<file path="config.mk">
export PLATFORM = sky130hd
export DESIGN_NAME = ebus_bank_ctrl
export DESIGN_NICKNAME = d
export VERILOG_FILES = /design/src/rtl/ebus_bank_pkg.sv /design/src/rtl/ebus_cfg_reg.sv /design/src/rtl/ebus_gap_check.sv /design/src/rtl/ebus_bus_seq.sv /design/src/rtl/ebus_bus_holder.sv /design/src/rtl/ebus_bank_ctrl.sv
export SDC_FILE = /design/constraint.sdc
export NUM_CORES = 1
export LEC_CHECK = 0
export BUFFER_PORTS_ARGS = -buffer_cell sky130_fd_sc_hd__buf_2
export CORE_MARGIN = 1.5
export CORE_UTILIZATION = 24
export CTS_BUF_LIST = sky130_fd_sc_hd__clkbuf_16
export CTS_CLUSTER_DIAMETER = 30
export DETAILED_ROUTE_END_ITERATION = 6
export MAX_ROUTING_LAYER = met4
export PLACE_DENSITY = 0.47
export SETUP_SLACK_MARGIN = 0.5
export SKIP_LAST_GASP = 1
export SLEW_MARGIN = 5
export SYNTH_ARGS = -nofsm -noshare
export SYNTH_HDL_FRONTEND = slang
export SYNTH_HIERARCHICAL = 1
export SYNTH_SLANG_ARGS = --single-unit
</file>
<file path="constraint.sdc">
create_clock -name clk -period 1.7 [get_ports clk]
set_input_delay 0.085 -clock clk [delete_from_list [all_inputs] [get_ports clk]]
set_output_delay 0.085 -clock clk [all_outputs]
set_load 0.02 [all_outputs]
</file>
<file path="src/rtl/ebus_bank_pkg.sv">
package ebus_bank_pkg;

  localparam int unsigned CFG_W   = 16;
  localparam int unsigned BANK_W  = 4;
  localparam int unsigned BNK_LSB = 12;
  localparam int unsigned TURN_BIT = 11;
  localparam int unsigned IPI_BIT  = 8;
  localparam int unsigned HOLD_BIT = 2;
  localparam int unsigned OFF_BIT  = 0;

  localparam logic [CFG_W-1:0] CFG_RESET = 16'hF800;
  localparam logic [CFG_W-1:0] CFG_WMASK = 16'hF905;

  typedef enum logic [1:0] {
    SEQ_IDLE = 2'd0,
    SEQ_GAP  = 2'd1,
    SEQ_ACC  = 2'd2
  } seq_state_t;

  typedef struct packed {
    logic write;
    logic prog;
  } acc_kind_t;

  // Mask over an address of width aw: the bank field lands on the top bits.
  function automatic logic [31:0] bank_mask(input int aw, input logic [BANK_W-1:0] sel);
    return 32'(sel) << (aw - BANK_W);
  endfunction

  // Two addresses fall in different banks when any masked bit differs.
  function automatic logic banks_differ(input logic [31:0] a, input logic [31:0] b,
                                        input logic [31:0] mask);
    return ((a ^ b) & mask) != 32'd0;
  endfunction

  // A read following a read of the other space needs a turnaround slot.
  function automatic logic turn_needed(input logic enable, input logic prev_valid,
                                       input acc_kind_t prev, input acc_kind_t cur);
    return enable && prev_valid && !prev.write && !cur.write && (prev.prog != cur.prog);
  endfunction

endpackage

</file>
<file path="src/rtl/ebus_cfg_reg.sv">
module ebus_cfg_reg
  import ebus_bank_pkg::*;
(
  input  logic                 clk,
  input  logic                 rst_n,
  input  logic                 wr_en,
  input  logic [CFG_W-1:0]     wr_data,
  output logic [CFG_W-1:0]     rd_data,
  output logic [BANK_W-1:0]    bank_sel,
  output logic                 turn_en,
  output logic                 hold_en,
  output logic                 off_bit,
  output logic                 ipi_pulse
);

  logic [CFG_W-1:0] cfg_q;
  logic             ipi_rise;

  assign ipi_rise = wr_en && wr_data[IPI_BIT] && !cfg_q[IPI_BIT];

  always_ff @(posedge clk) begin
    if (!rst_n) begin
      cfg_q     <= CFG_RESET;
      ipi_pulse <= 1'b0;
    end else begin
      ipi_pulse <= ipi_rise;
      if (wr_en) cfg_q <= wr_data & CFG_WMASK;
    end
  end

  assign rd_data  = cfg_q;
  assign bank_sel = cfg_q[BNK_LSB +: BANK_W];
  assign turn_en  = cfg_q[TURN_BIT];
  assign hold_en  = cfg_q[HOLD_BIT];
  assign off_bit  = cfg_q[OFF_BIT];

  assert_rsv_zero_R2: assert property (@(posedge clk) disable iff (!rst_n)
    (rd_data & ~CFG_WMASK) == '0);

  assert_ipi_bit_set_R9: assert property (@(posedge clk) disable iff (!rst_n)
    ipi_pulse |-> rd_data[IPI_BIT]);

  assert_ipi_single_R9: assert property (@(posedge clk) disable iff (!rst_n)
    ipi_pulse |=> !ipi_pulse);

endmodule

</file>
<file path="src/rtl/ebus_gap_check.sv">
module ebus_gap_check
  import ebus_bank_pkg::*;
#(
  parameter int unsigned ADDR_W = 16
) (
  input  logic                 clk,
  input  logic                 rst_n,
  input  logic [ADDR_W-1:0]    cand_addr,
  input  acc_kind_t            cand_kind,
  input  logic [BANK_W-1:0]    bank_sel,
  input  logic                 turn_en,
  input  logic                 commit,
  input  logic [ADDR_W-1:0]    commit_addr,
  input  acc_kind_t            commit_kind,
  output logic                 bank_cross,
  output logic                 dir_turn,
  output logic                 need_gap
);

  logic [ADDR_W-1:0] prev_addr;
  acc_kind_t         prev_kind;
  logic              prev_valid;
  logic [ADDR_W-1:0] mask;

  assign mask       = ADDR_W'(bank_mask(ADDR_W, bank_sel));
  assign bank_cross = prev_valid &&
                      banks_differ(32'(cand_addr), 32'(prev_addr), 32'(mask));
  assign dir_turn   = turn_needed(turn_en, prev_valid, prev_kind, cand_kind);
  assign need_gap   = bank_cross || dir_turn;

  always_ff @(posedge clk) begin
    if (!rst_n) begin
      prev_addr  <= '0;
      prev_kind  <= '0;
      prev_valid <= 1'b0;
    end else if (commit) begin
      prev_addr  <= commit_addr;
      prev_kind  <= commit_kind;
      prev_valid <= 1'b1;
    end
  end

  assert_first_no_gap_R3: assert property (@(posedge clk) disable iff (!rst_n)
    !prev_valid |-> !need_gap);

  assert_commit_records_R3: assert property (@(posedge clk) disable iff (!rst_n)
    commit |=> (prev_valid && prev_addr == $past(commit_addr)));

endmodule

</file>
<file path="src/rtl/ebus_bus_seq.sv">
module ebus_bus_seq
  import ebus_bank_pkg::*;
#(
  parameter int unsigned ADDR_W  = 16,
  parameter int unsigned DATA_W  = 16,
  parameter int unsigned ACC_CYC = 2
) (
  input  logic                 clk,
  input  logic                 rst_n,
  input  logic                 req_valid,
  input  acc_kind_t            req_kind,
  input  logic [ADDR_W-1:0]    req_addr,
  input  logic [DATA_W-1:0]    req_wdata,
  input  logic                 need_gap,
  input  logic                 off_bit,
  output logic                 core_ready,
  output logic                 commit,
  output logic [ADDR_W-1:0]    lat_addr,
  output acc_kind_t            lat_kind,
  output logic [ADDR_W-1:0]    bus_addr,
  output logic [DATA_W-1:0]    bus_dout,
  output logic                 bus_doe,
  output logic                 bus_rd,
  output logic                 bus_wr,
  output logic                 bus_prog_sel,
  output logic                 bus_data_sel,
  output logic                 off_active,
  output logic                 gap_active
);

  localparam int unsigned CNT_W = (ACC_CYC > 1) ? $clog2(ACC_CYC) : 1;
  localparam logic [CNT_W-1:0] LAST_CNT = CNT_W'(ACC_CYC - 1);

  seq_state_t        st;
  logic [CNT_W-1:0]  cnt;
  logic [DATA_W-1:0] lat_wdata;
  logic              in_acc;
  logic              start_ok;

  assign in_acc     = (st == SEQ_ACC);
  assign gap_active = (st == SEQ_GAP);
  assign off_active = off_bit && (st == SEQ_IDLE);
  assign start_ok   = (st == SEQ_IDLE) && req_valid && !off_bit;
  assign core_ready = in_acc && (cnt == LAST_CNT);
  assign commit     = core_ready;

  always_ff @(posedge clk) begin
    if (!rst_n) begin
      st        <= SEQ_IDLE;
      cnt       <= '0;
      lat_addr  <= '0;
      lat_kind  <= '0;
      lat_wdata <= '0;
    end else begin
      unique case (st)
        SEQ_IDLE: begin
          if (start_ok) begin
            lat_addr  <= req_addr;
            lat_kind  <= req_kind;
            lat_wdata <= req_wdata;
            cnt       <= '0;
            st        <= need_gap ? SEQ_GAP : SEQ_ACC;
          end
        end
        SEQ_GAP: begin
          cnt <= '0;
          st  <= SEQ_ACC;
        end
        SEQ_ACC: begin
          if (cnt == LAST_CNT) st <= SEQ_IDLE;
          else                 cnt <= cnt + 1'b1;
        end
        default: st <= SEQ_IDLE;
      endcase
    end
  end

  assign bus_addr     = in_acc ? lat_addr : '0;
  assign bus_rd       = in_acc && !lat_kind.write;
  assign bus_wr       = in_acc &&  lat_kind.write;
  assign bus_prog_sel = in_acc &&  lat_kind.prog;
  assign bus_data_sel = in_acc && !lat_kind.prog;
  assign bus_doe      = in_acc &&  lat_kind.write;
  assign bus_dout     = bus_doe ? lat_wdata : '0;

  assert_gap_then_acc_R5: assert property (@(posedge clk) disable iff (!rst_n)
    gap_active |=> (in_acc && cnt == '0));

  assert_ready_single_R5: assert property (@(posedge clk) disable iff (!rst_n)
    core_ready |=> !core_ready);

  assert_off_no_start_R7: assert property (@(posedge clk) disable iff (!rst_n)
    off_active |=> (st == SEQ_IDLE));

  assert_one_strobe_R6: assert property (@(posedge clk) disable iff (!rst_n)
    $onehot0({bus_rd, bus_wr}));

  assert_acc_stable_R6: assert property (@(posedge clk) disable iff (!rst_n)
    (in_acc && !core_ready) |=> $stable(bus_addr));

endmodule

</file>
<file path="src/rtl/ebus_bus_holder.sv">
module ebus_bus_holder #(
  parameter int unsigned DATA_W = 16
) (
  input  logic              clk,
  input  logic              rst_n,
  input  logic              out_en,
  input  logic [DATA_W-1:0] out_data,
  input  logic              ext_drv,
  input  logic [DATA_W-1:0] ext_data,
  input  logic              hold_en,
  output logic [DATA_W-1:0] bus_value
);

  logic [DATA_W-1:0] last_q;
  logic              floating;

  assign floating = !out_en && !ext_drv;

  always_ff @(posedge clk) begin
    if (!rst_n)       last_q <= '0;
    else if (out_en)  last_q <= out_data;
    else if (ext_drv) last_q <= ext_data;
  end

  always_comb begin
    if (out_en)       bus_value = out_data;
    else if (ext_drv) bus_value = ext_data;
    else if (hold_en) bus_value = last_q;
    else              bus_value = '0;
  end

  assert_hold_keeps_R10: assert property (@(posedge clk) disable iff (!rst_n)
    (hold_en && floating && $past(hold_en && floating)) |-> $stable(bus_value));

endmodule

</file>
<file path="src/rtl/ebus_bank_ctrl.sv">
module ebus_bank_ctrl
  import ebus_bank_pkg::*;
#(
  parameter int unsigned ADDR_W  = 16,
  parameter int unsigned DATA_W  = 16,
  parameter int unsigned ACC_CYC = 2
) (
  input  logic              clk,
  input  logic              rst_n,
  input  logic              cfg_we,
  input  logic [15:0]       cfg_wdata,
  output logic [15:0]       cfg_rdata,
  input  logic              req_valid,
  input  logic              req_write,
  input  logic              req_prog,
  input  logic [ADDR_W-1:0] req_addr,
  input  logic [DATA_W-1:0] req_wdata,
  output logic              core_ready,
  output logic [DATA_W-1:0] core_rdata,
  output logic [ADDR_W-1:0] bus_addr,
  output logic [DATA_W-1:0] bus_dout,
  output logic              bus_doe,
  output logic              bus_rd,
  output logic              bus_wr,
  output logic              bus_prog_sel,
  output logic              bus_data_sel,
  input  logic              ext_drv,
  input  logic [DATA_W-1:0] ext_data,
  output logic              ipi_pulse,
  output logic              mode_lock,
  output logic              bus_off_active
);

  logic [BANK_W-1:0] bank_sel;
  logic              turn_en;
  logic              hold_en;
  logic              off_bit;
  logic              need_gap;
  logic              bank_cross;
  logic              dir_turn;
  logic              commit;
  logic              off_active;
  logic              gap_active;
  logic [ADDR_W-1:0] lat_addr;
  acc_kind_t         lat_kind;
  acc_kind_t         req_kind;

  assign req_kind.write = req_write;
  assign req_kind.prog  = req_prog;

  ebus_cfg_reg u_cfg (
    .clk       (clk),
    .rst_n     (rst_n),
    .wr_en     (cfg_we),
    .wr_data   (cfg_wdata),
    .rd_data   (cfg_rdata),
    .bank_sel  (bank_sel),
    .turn_en   (turn_en),
    .hold_en   (hold_en),
    .off_bit   (off_bit),
    .ipi_pulse (ipi_pulse)
  );

  ebus_gap_check #(.ADDR_W(ADDR_W)) u_gap (
    .clk         (clk),
    .rst_n       (rst_n),
    .cand_addr   (req_addr),
    .cand_kind   (req_kind),
    .bank_sel    (bank_sel),
    .turn_en     (turn_en),
    .commit      (commit),
    .commit_addr (lat_addr),
    .commit_kind (lat_kind),
    .bank_cross  (bank_cross),
    .dir_turn    (dir_turn),
    .need_gap    (need_gap)
  );

  ebus_bus_seq #(.ADDR_W(ADDR_W), .DATA_W(DATA_W), .ACC_CYC(ACC_CYC)) u_seq (
    .clk          (clk),
    .rst_n        (rst_n),
    .req_valid    (req_valid),
    .req_kind     (req_kind),
    .req_addr     (req_addr),
    .req_wdata    (req_wdata),
    .need_gap     (need_gap),
    .off_bit      (off_bit),
    .core_ready   (core_ready),
    .commit       (commit),
    .lat_addr     (lat_addr),
    .lat_kind     (lat_kind),
    .bus_addr     (bus_addr),
    .bus_dout     (bus_dout),
    .bus_doe      (bus_doe),
    .bus_rd       (bus_rd),
    .bus_wr       (bus_wr),
    .bus_prog_sel (bus_prog_sel),
    .bus_data_sel (bus_data_sel),
    .off_active   (off_active),
    .gap_active   (gap_active)
  );

  ebus_bus_holder #(.DATA_W(DATA_W)) u_hold (
    .clk       (clk),
    .rst_n     (rst_n),
    .out_en    (bus_doe),
    .out_data  (bus_dout),
    .ext_drv   (ext_drv),
    .ext_data  (ext_data),
    .hold_en   (hold_en),
    .bus_value (core_rdata)
  );

  assign mode_lock      = off_active;
  assign bus_off_active = off_active;

  assert_lock_quiet_R8: assert property (@(posedge clk) disable iff (!rst_n)
    mode_lock |-> !(bus_rd || bus_wr || bus_doe || core_ready));

  assert_gap_quiet_R5: assert property (@(posedge clk) disable iff (!rst_n)
    gap_active |-> !(bus_rd || bus_wr || core_ready));

  assert_turn_only_reads_R4: assert property (@(posedge clk) disable iff (!rst_n)
    dir_turn |-> !req_write);

  assert_cross_needs_mask_R3: assert property (@(posedge clk) disable iff (!rst_n)
    bank_cross |-> (bank_sel != '0));

endmodule

</file>
Yosys cells after proc, flatten, opt, wreduce, memory -nomap -nowiden

Index checks and enable logic that the tools add are counted.

Bits in writable memories: 0
Latch bits: 0
Register bits: 81
Memory bits (read-only): 0
Memories: 0

Div/mod/pow operators: 0
Equality and inequality tests: 5
Mux-type cells: 14
Bitwise logic cells: 2
Order comparisons: 0
Shift-type cells: 0
Reduce and logical (&&, ||, !) cells: 29
Multiply operators: 0
$add $sub $neg: 1

Operators with widths:

| operator            | count |
|---|---|
| $mux 16             | 7 |
| $and 32x16->32      | 1 |
| $reduce_bool 32->1  | 1 |
| $xor 16x16->16      | 1 |
| $logic_and 1x1->1   | 15 |
| $logic_not 1->1     | 6 |
| $mux 2              | 3 |
| $pmux 2 s3          | 1 |
| $reduce_and 2->1    | 3 |
| $ne 2x1->1 const B  | 2 |
| $pmux 1 s3          | 1 |
| $reduce_bool 3->1   | 1 |
| $eq 2x1->1 const B  | 1 |
| $eq 2x2->1 const B  | 1 |
| $logic_not 2->1     | 1 |
| $mux 1              | 2 |
| $reduce_bool 2->1   | 1 |
| $add 1x1->1 const B | 1 |
| $logic_or 1x1->1    | 1 |
| $ne 1x1->1          | 1 |

Longest topological paths before layout

Gate-level depths: netlist (run 1).

Depth after elaboration: 8
Gate-level depth with buffers: 6

Hierarchy

The synthesis (run 1) kept the hierarchy.

Modules (own cells, without submodules):

| module          | instances | area each (µm²) | seq. area each (µm²) | cells each |
|---|---|---|---|---|
| ebus_bus_seq    | 1         | 1,635.3         | 740.7                | 211 |
| ebus_bus_holder | 1         | 1,129.8         | 320.3                | 124 |
| ebus_cfg_reg    | 1         | 441.7           | 180.2                | 44 |
| ebus_gap_check  | 1         | 337.8           | 140.1                | 32 |
| ebus_bank_ctrl  | 1         | 7.5             | 0.0                  | 1 |

Worst setup path before layout (run 1)

No wires, ideal clock.

Path type: reg-to-output
Start point: register u_seq.st[1]
End point: output core_rdata[10]
Stages on the path, launching flop included: 7
Arrival: 1,896 ps
Path slack: -281 ps
Required time: 1,615 ps
Cell sequence: dfxtp_1 > and2b_1 > clkbuf_1 > and2_1 > buf_4 > a21oi_1 > a21oi_1

Longest elaborated chain between the ends: 4

RTL lines:

| item                   | line                  | RTL |
|---|---|---|
| start, declared        | ebus_bus_seq.sv:34    | `seq_state_t st;` |
| start signal, assigned | ebus_bus_seq.sv:62    | `st <= need_gap ? SEQ_GAP : SEQ_ACC;` |
| $eq 2x2->1 (*)         | ebus_bus_seq.sv:40    | `assign in_acc = (st == SEQ_ACC);` |
| $logic_and 1x1->1 (*)  | ebus_bus_seq.sv:83    | `assign bus_doe = in_acc && lat_kind.write;` |
| via bus_doe            | ebus_bank_ctrl.sv:22  | `output logic bus_doe,` |
| $mux 16                | ebus_bus_seq.sv:84    | `assign bus_dout = bus_doe ? lat_wdata : '0;` |
| $mux 16 (*)            | ebus_bus_holder.sv:26 | `if (out_en) bus_value = out_data;` |
| end, declared          | ebus_bank_ctrl.sv:19  | `output logic [DATA_W-1:0] core_rdata,` |

The timed path passes the listed nets; every way through them passes the cells marked *.

Worst setup path in the final report (run 1)

Start point: register u_seq.st[0]
End point: output core_rdata[3]

Longest elaborated chain between the ends: 4

RTL lines:

| item                  | line |
|---|---|
| $eq 2x2->1 (*)        | ebus_bus_seq.sv:40 |
| $logic_and 1x1->1 (*) | ebus_bus_seq.sv:83 |
| $mux 16               | ebus_bus_seq.sv:84 |
| $mux 16 (*)           | ebus_bus_holder.sv:26 |

Every way passes the cells marked *; elsewhere a longest branch is shown, timed or not.

==> reports/qor.txt, run 1 <==
VDD IR-drop max = 0.6634 mV
first-pass GRT wire length = 19,040 µm
Setup WS pre-CTS = 0.1327 ns
Yosys reg bits = 69
worst clock skew = 0.004544 ns
FP Rows = 44
remaining antenna violation count = 0
die area = 0.01554 mm²
RSZ-0062 raised after global routing = yes
final hold slack = 0.007231 ns
Mean Syn Cell Area = 8.622 µm²
Worst setup SP type = flip-flop
share of cells above drive strength 1 = 56.40%
DRC viols = 0
initial antenna violation count = 1
DRT Pass-1 Iters = 4
Via Count = 3,553
Layout Cells excl Fill = 779
Root Buffer = clkbuf_16
total core area = 0.01448 mm²
critical path required time = 1.62 ns
WL/cell = 15.74 µm
Ports = 144
FILL cells = 1,402
Sw Pwr = 1.356 mW
final count of negative-setup-slack endpoints = 16
worst hold path class = in -> reg
TritonCTS Buffers = 9
Initial Util = 24.53%
Power Dens Cells = 749.7 mW/mm²
WP data arrival = 1.68 ns
Period Utilization, post-route = 104.1%
Worst-Skew Late Latency = 0.33 ns
CTS Sinks = 69
Async SR Flop Fraction = 0%
gr ovfl total = 0
Reg power frac = 38.0%
Die Y = 124.7 µm
Worst setup EP type = output port
register area share after synthesis = 38.89%
Reg clk slew, reported paths = 0.05 ns
pin count of the biggest net entering global routing = 41
clock buffer depth = 2
Ys Warns = 6
Leakage = 2.570 nW
status = finished, violations left
H-tree Lvls = 3
Setup WS post-layout = -0.06998 ns
CTS tree = yes
number of global-route vias before repair = 3,585
Max Cap Viol = 0
Crit Path Category = reg -> out
most common cell after layout, fill and taps aside = buf_2
cell accounting for the most synthesized area = dfxtp_1
input/output buffers = 127
synth unique cells = 38
internal reg-to-reg setup slack = -0.02 ns
Routed WL = 12,260 µm
Gate Count Post-Synth = 412
nets@finish = 662
most frequent cells in the layout = buf_2, dfxtp_1, nand2_1, dlygate4sd3_1, nand3_2
post-route minimum period = 1.770 ns
Comb power frac = 27.4%
largest cells by area after synthesis = dfxtp_1, a211oi_2, nand3_1, o21ai_0, buf_4
Post-Syn Area = 0.003552 mm²
Slew Viols, Final = 0
Placed Cells incl. Taps = 693
CP Max Fanout = 15
Post-synth EDFFs = 0
DPL Wire Length = 7028 µm
ys flop type = dfxtp_1
f_max = 565.0 MHz
Via density = 4.561
final hold vios = 0
Internal Power = 3.333 mW
Starting DRT DRC Count = 95
Area Growth Syn to Fin = 76.08%
Sw Ratio = 28.92%
GRT Total Usage = 16.14%
Die W = 124.7 µm
Clk network pwr share = 34.6%
failing checks = negative setup slack
gp weighted congestion = 0.7353
Synth top area share = 38.89%
## state kept, by name, summed over array words and instances (netlist names)
| signal | flops |
|---|---|
| u_seq/cnt | 1 |
| u_cfg/ipi_pulse | 1 |
| u_seq/lat_wdata | 16 |
| u_hold/last_q | 16 |
| u_gap/prev_addr | 4 |
| u_gap/prev_kind | 2 |
| u_cfg/rd_data | 8 |
| u_seq/lat_kind | 2 |
| u_seq/st | 2 |
| u_seq/lat_addr | 16 |
| u_gap/prev_valid | 1 |
## layer usage
layer	vias up	part of all wire, %	global-route usage [%]
met5	-	0	-
met4	0	0.43	3.245
met3	4	5.2	5.069
met2	97	50	27.60
met1	1697	44	18.62
li1	1755	-	-
## kinds of logic after synthesis
| logic type | Yosys count | synth area share (%) |
|---|---|---|
| other | 1 | 0.1056 |
| flip-flops | 69 | 38.89 |
| AND/OR/NAND/NOR | 181 | 28.88 |
| XOR/XNOR | 5 | 1.233 |
| AO/OA/AOI/OAI | 89 | 17.22 |
| multiplexers | 14 | 3.945 |
| buffers and inverters | 53 | 9.722 |
## power by group through the flow
stage	logic (mW)	registers (mW)	clock network [mW]
3_3_place_gp	0.759	1.81	0
2_1_floorplan	0.563	1.81	0
6_report	1.28	1.78	1.62
3_5_place_dp	0.769	1.81	0
5_1_grt	1.37	1.80	1.75
4_1_cts	1.23	1.78	1.67
## stage by stage
| step | power [mW] | utilization [%] | cell area (µm²) | TNS, ns |
|---|---|---|---|---|
| 3_3_place_gp | 2.568 | 31.95 | 4626 | 0 |
| 6_report | 4.689 | 43.20 | 6255 | -0.6648 |
| 3_5_place_dp | 2.582 | 31.95 | 4626 | 0 |
| 5_1_grt | 4.912 | 43.20 | 6255 | -2.181 |
| 4_1_cts | 4.676 | 41.34 | 5986 | -1.211 |
| 2_1_floorplan | 2.368 | - | 3969 | 0 |
## synth_stat cells, types with 4 or more instances
cell and instances:
nand3b_1 16, a211oi_2 15, buf_6 5, clkbuf_2 4, o21ai_0 34, buf_2 4, nand2_1 39, and2_1 19
xor2_1 4, a21oi_2 10, nor2_1 6, nand3_1 34, nor2b_1 25, and3_1 17, clkbuf_1 15, nand2b_1 18
a21oi_1 23, mux2i_1 14, dfxtp_1 69, buf_4 21
## area by class of cell
class	instances	area (µm²)	area share, %
clock inverters	5	21.27	0.3401
clock buffers	9	225.2	3.601
well taps	184	230.2	3.681
multi-input cells	297	2560	40.93
diodes	1	2.502	0.04001
flip-flops and latches	69	1389	22.20
inverters	2	7.507	0.1200
repair buffers	212	1819	29.09
## final timing paths
path | from | end | cells after the start
setup / recovery | u_seq/st[0]$_SDFFE_PN0P_ | core_rdata[3] | 6
hold / removal | req_prog | u_seq/lat_kind[0]$_SDFFE_PN0P_ | 3
setup reg to reg | u_seq/st[0]$_SDFFE_PN0P_ | u_seq/st[0]$_SDFFE_PN0P_ | 10
hold reg to reg | u_seq/lat_addr[1]$_SDFFE_PN0P_ | u_seq/lat_addr[1]$_SDFFE_PN0P_ | 2
## critical path, stage by stage, from the launching register on
cell	delay [ns]
dfxtp_2	0.32
and2b_2	0.23
buf_4	0.20
and3_2	0.26
nor2b_4	0.16
a21oi_4	0.03
buf_2	0.16
## timing repair
item | 4_1_cts | 5_1_grt
hold endpoints to repair | 33 | 1
gates cloned | 12 | 0
buffers inserted | 19 | 6
hold buffers | 33 | 1
setup endpoints to repair | 116 | 116
gates resized for setup | 106 | 51
pin swaps | 38 | 21
Note: power is estimated with default switching activity, not from simulation.
==> inputs of run 2 (changes only) <==
--- a/config.mk
+++ b/config.mk
@@ -11,6 +11,7 @@
 export CTS_BUF_LIST = sky130_fd_sc_hd__clkbuf_16
 export CTS_CLUSTER_DIAMETER = 30
 export DETAILED_ROUTE_END_ITERATION = 6
+export GPL_TIMING_DRIVEN = 0
 export MAX_ROUTING_LAYER = met4
 export PLACE_DENSITY = 0.47
 export SETUP_SLACK_MARGIN = 0.5
@@ -20,3 +21,4 @@
 export SYNTH_HDL_FRONTEND = slang
 export SYNTH_HIERARCHICAL = 1
 export SYNTH_SLANG_ARGS = --single-unit
+export TNS_END_PERCENT = 10
==> run 2 against run 1 <==
  * The flow still finishes with violations (negative setup slack)
  * Combinational power fell by 20%
  * Sequential power about the same
  * Worst hold slack gained 0.0045 ns
  * Cell count increased by 3.7%
  * Power is 5.6% higher
  * Core utilization down 1.5 points
==> reports/qor.txt, run 2 (synthesized netlist as in run 1, its figures left out) <==
Worst-Skew Late Latency = 0.34 ns
TritonCTS Buffers = 9
remaining antenna violation count = 0
Ports = 144
CTS tree = yes
worst hold path class = in -> reg
VDD IR-drop max = 0.5487 mV
most common cell after layout, fill and taps aside = buf_2
Via density = 4.498
GRT Total Usage = 16.03%
crit-path most repeated cell = a21oi_4
WL/cell = 14.98 µm
Max transition margin = 62.84%
Leakage = 2.578 nW
post-route minimum period = 1.959 ns
total core area = 0.01448 mm²
Layout Cells excl Fill = 808
initial antenna violation count = 0
Starting DRT DRC Count = 143
Setup WS post-layout = -0.2591 ns
total power = 4.949 mW
clock buffer depth = 2
number of diodes = 0
share of cells above drive strength 1 = 44.39%
worst clock skew = 0.005320 ns
Die Y = 124.7 µm
top flop regs = u_hold/last_q x16, u_seq/lat_addr x16, u_seq/lat_wdata x16
f_max = 510.4 MHz
CP Max Fanout = 6
CTS Sinks = 69
number of global-route vias before repair = 3,696
slowest CP cell = dfxtp_4
Initial Util = 24.53%
Area Growth Syn to Fin = 69.88%
Max Cap Viol = 0
critical-path cell list = and2b_4, clkbuf_16, and2_4, buf_12, buf_16, a21oi_4, a21oi_4, buf_6
DRC viols = 0
final count of negative-setup-slack endpoints = 46
nets@finish = 690
setup TNS = -5.736 ns
gr ovfl total = 0
gp weighted congestion = 0.7572
DPL Wire Length = 8770 µm
Die W = 124.7 µm
status = finished, violations left
Reg clk slew, reported paths = 0.06 ns
Routed WL = 12,100 µm
Via Count = 3,634
pin count of the biggest net entering global routing = 12
critical path required time = 1.62 ns
Worst setup EP type = output port
Max stage delay on crit path = 0.33 ns
failing checks = negative setup slack
Slew Viols, Final = 0
DRT Pass-1 Iters = 5
actual slew at the worst max-slew pin = 0.5574 ns
Root Buffer = clkbuf_16
Period Utilization, post-route = 115.2%
WP data arrival = 1.87 ns
final hold vios = 0
most frequent cells in the layout = buf_2, dfxtp_1, buf_4, dlygate4sd3_1, nand2_1
Worst setup SP type = flip-flop
CP bufs+invs = 4
input/output buffers = 125
die area = 0.01554 mm²
Placed Cells incl. Taps = 728
Power Dens Cells = 820.2 mW/mm²
Crit path max-delay family = buffers and inverters
FP Rows = 44
H-tree Lvls = 3
final hold slack = 0.01175 ns
Crit Path Category = reg -> out
RSZ-0062 raised after global routing = yes
first-pass GRT wire length = 18,980 µm
-- run 2: changes by cell type in the layout (fill, tap and decap cells not counted), moves of 9 or more --
cell,previous run,this run
clkbuf_1,0,12
buf_16,12,3
o21ai_1,18,1
nand3_2,29,0
o21ai_2,17,0
nand3_1,4,34
o21ai_0,0,34
buf_4,19,40
-- run 2: layout make-up --
cell class,instances,area (µm²)
buffer,51,416.7
inverter,2,7.507
clock inverter,7,105.1
fill,1468,8444
timing repair buffer,189,1361
multi-input combinational,297,2296
clock buffer,9,225.2
sequential,69,1393
tap,184,230.2
-- run 2: report_power, final --
| group | switching (mW) | internal [mW] | total [mW] | leakage [nW] |
|---|---|---|---|---|
| clock | 0.724 | 1.41 | 2.14 | 0.163 |
| sequential | 0.0634 | 1.72 | 1.78 | 0.569 |
| combinational | 0.522 | 0.507 | 1.03 | 1.85 |
-- run 2: metal layers --
| layer | vias to the layer above | global-route usage (%) | part of all wire [%] |
|---|---|---|---|
| li1 | 1801 | - | - |
| met1 | 1717 | 18.31 | 44 |
| met2 | 104 | 27.41 | 50 |
| met3 | 12 | 4.639 | 5.1 |
| met4 | 0 | 4.327 | 1.2 |
| met5 | - | - | 0 |
-- run 2: path summary, 6_finish.rpt --
path | startpoint | to | slack [ns] | cells past startpoint
setup / recovery | u_seq/st[0]$_SDFFE_PN0P_ | core_rdata[14] | -0.26 | 8
hold / removal | cfg_wdata[0] | u_cfg/rd_data[0]$_SDFFE_PN0P_ | 0.01 | 3
setup reg to reg | u_seq/st[0]$_SDFFE_PN0P_ | u_gap/prev_kind[0]$_SDFFE_PN0P_ | -0.11 | 6
hold reg to reg | u_seq/lat_addr[6]$_SDFFE_PN0P_ | u_seq/lat_addr[6]$_SDFFE_PN0P_ | 0.45 | 2
-- run 2: repair_timing --
action                                  4_1_cts  5_1_grt
hold endpoints to repair                     40        0
buffers inserted                             19        2
endpoints found under the setup margin      116      117
resized for setup                            62       10
cloned                                        3        0
hold buffers                                 40        0
pin swaps                                     2        0
-- run 2: worst register-to-register path: stages (launching register included) --
cell and delay (ns):
dfxtp_4 0.33, and2b_4 0.27, clkbuf_1 0.36, and2_1 0.21, buf_2 0.25, mux2i_1 0.22, nor2b_1 0.06
-- run 2: per-stage QoR --
| step | instance area (µm²) | worst slack (ns) | util, % |
|---|---|---|---|
| 2_1_floorplan | 3920 | 0.1914 | - |
| 3_3_place_gp | 4776 | -0.2093 | 32.98 |
| 3_5_place_dp | 4776 | -0.2794 | 32.98 |
| 4_1_cts | 5987 | -0.2752 | 41.35 |
| 5_1_grt | 6035 | -0.3288 | 41.68 |
| 6_report | 6035 | -0.2591 | 41.68 |
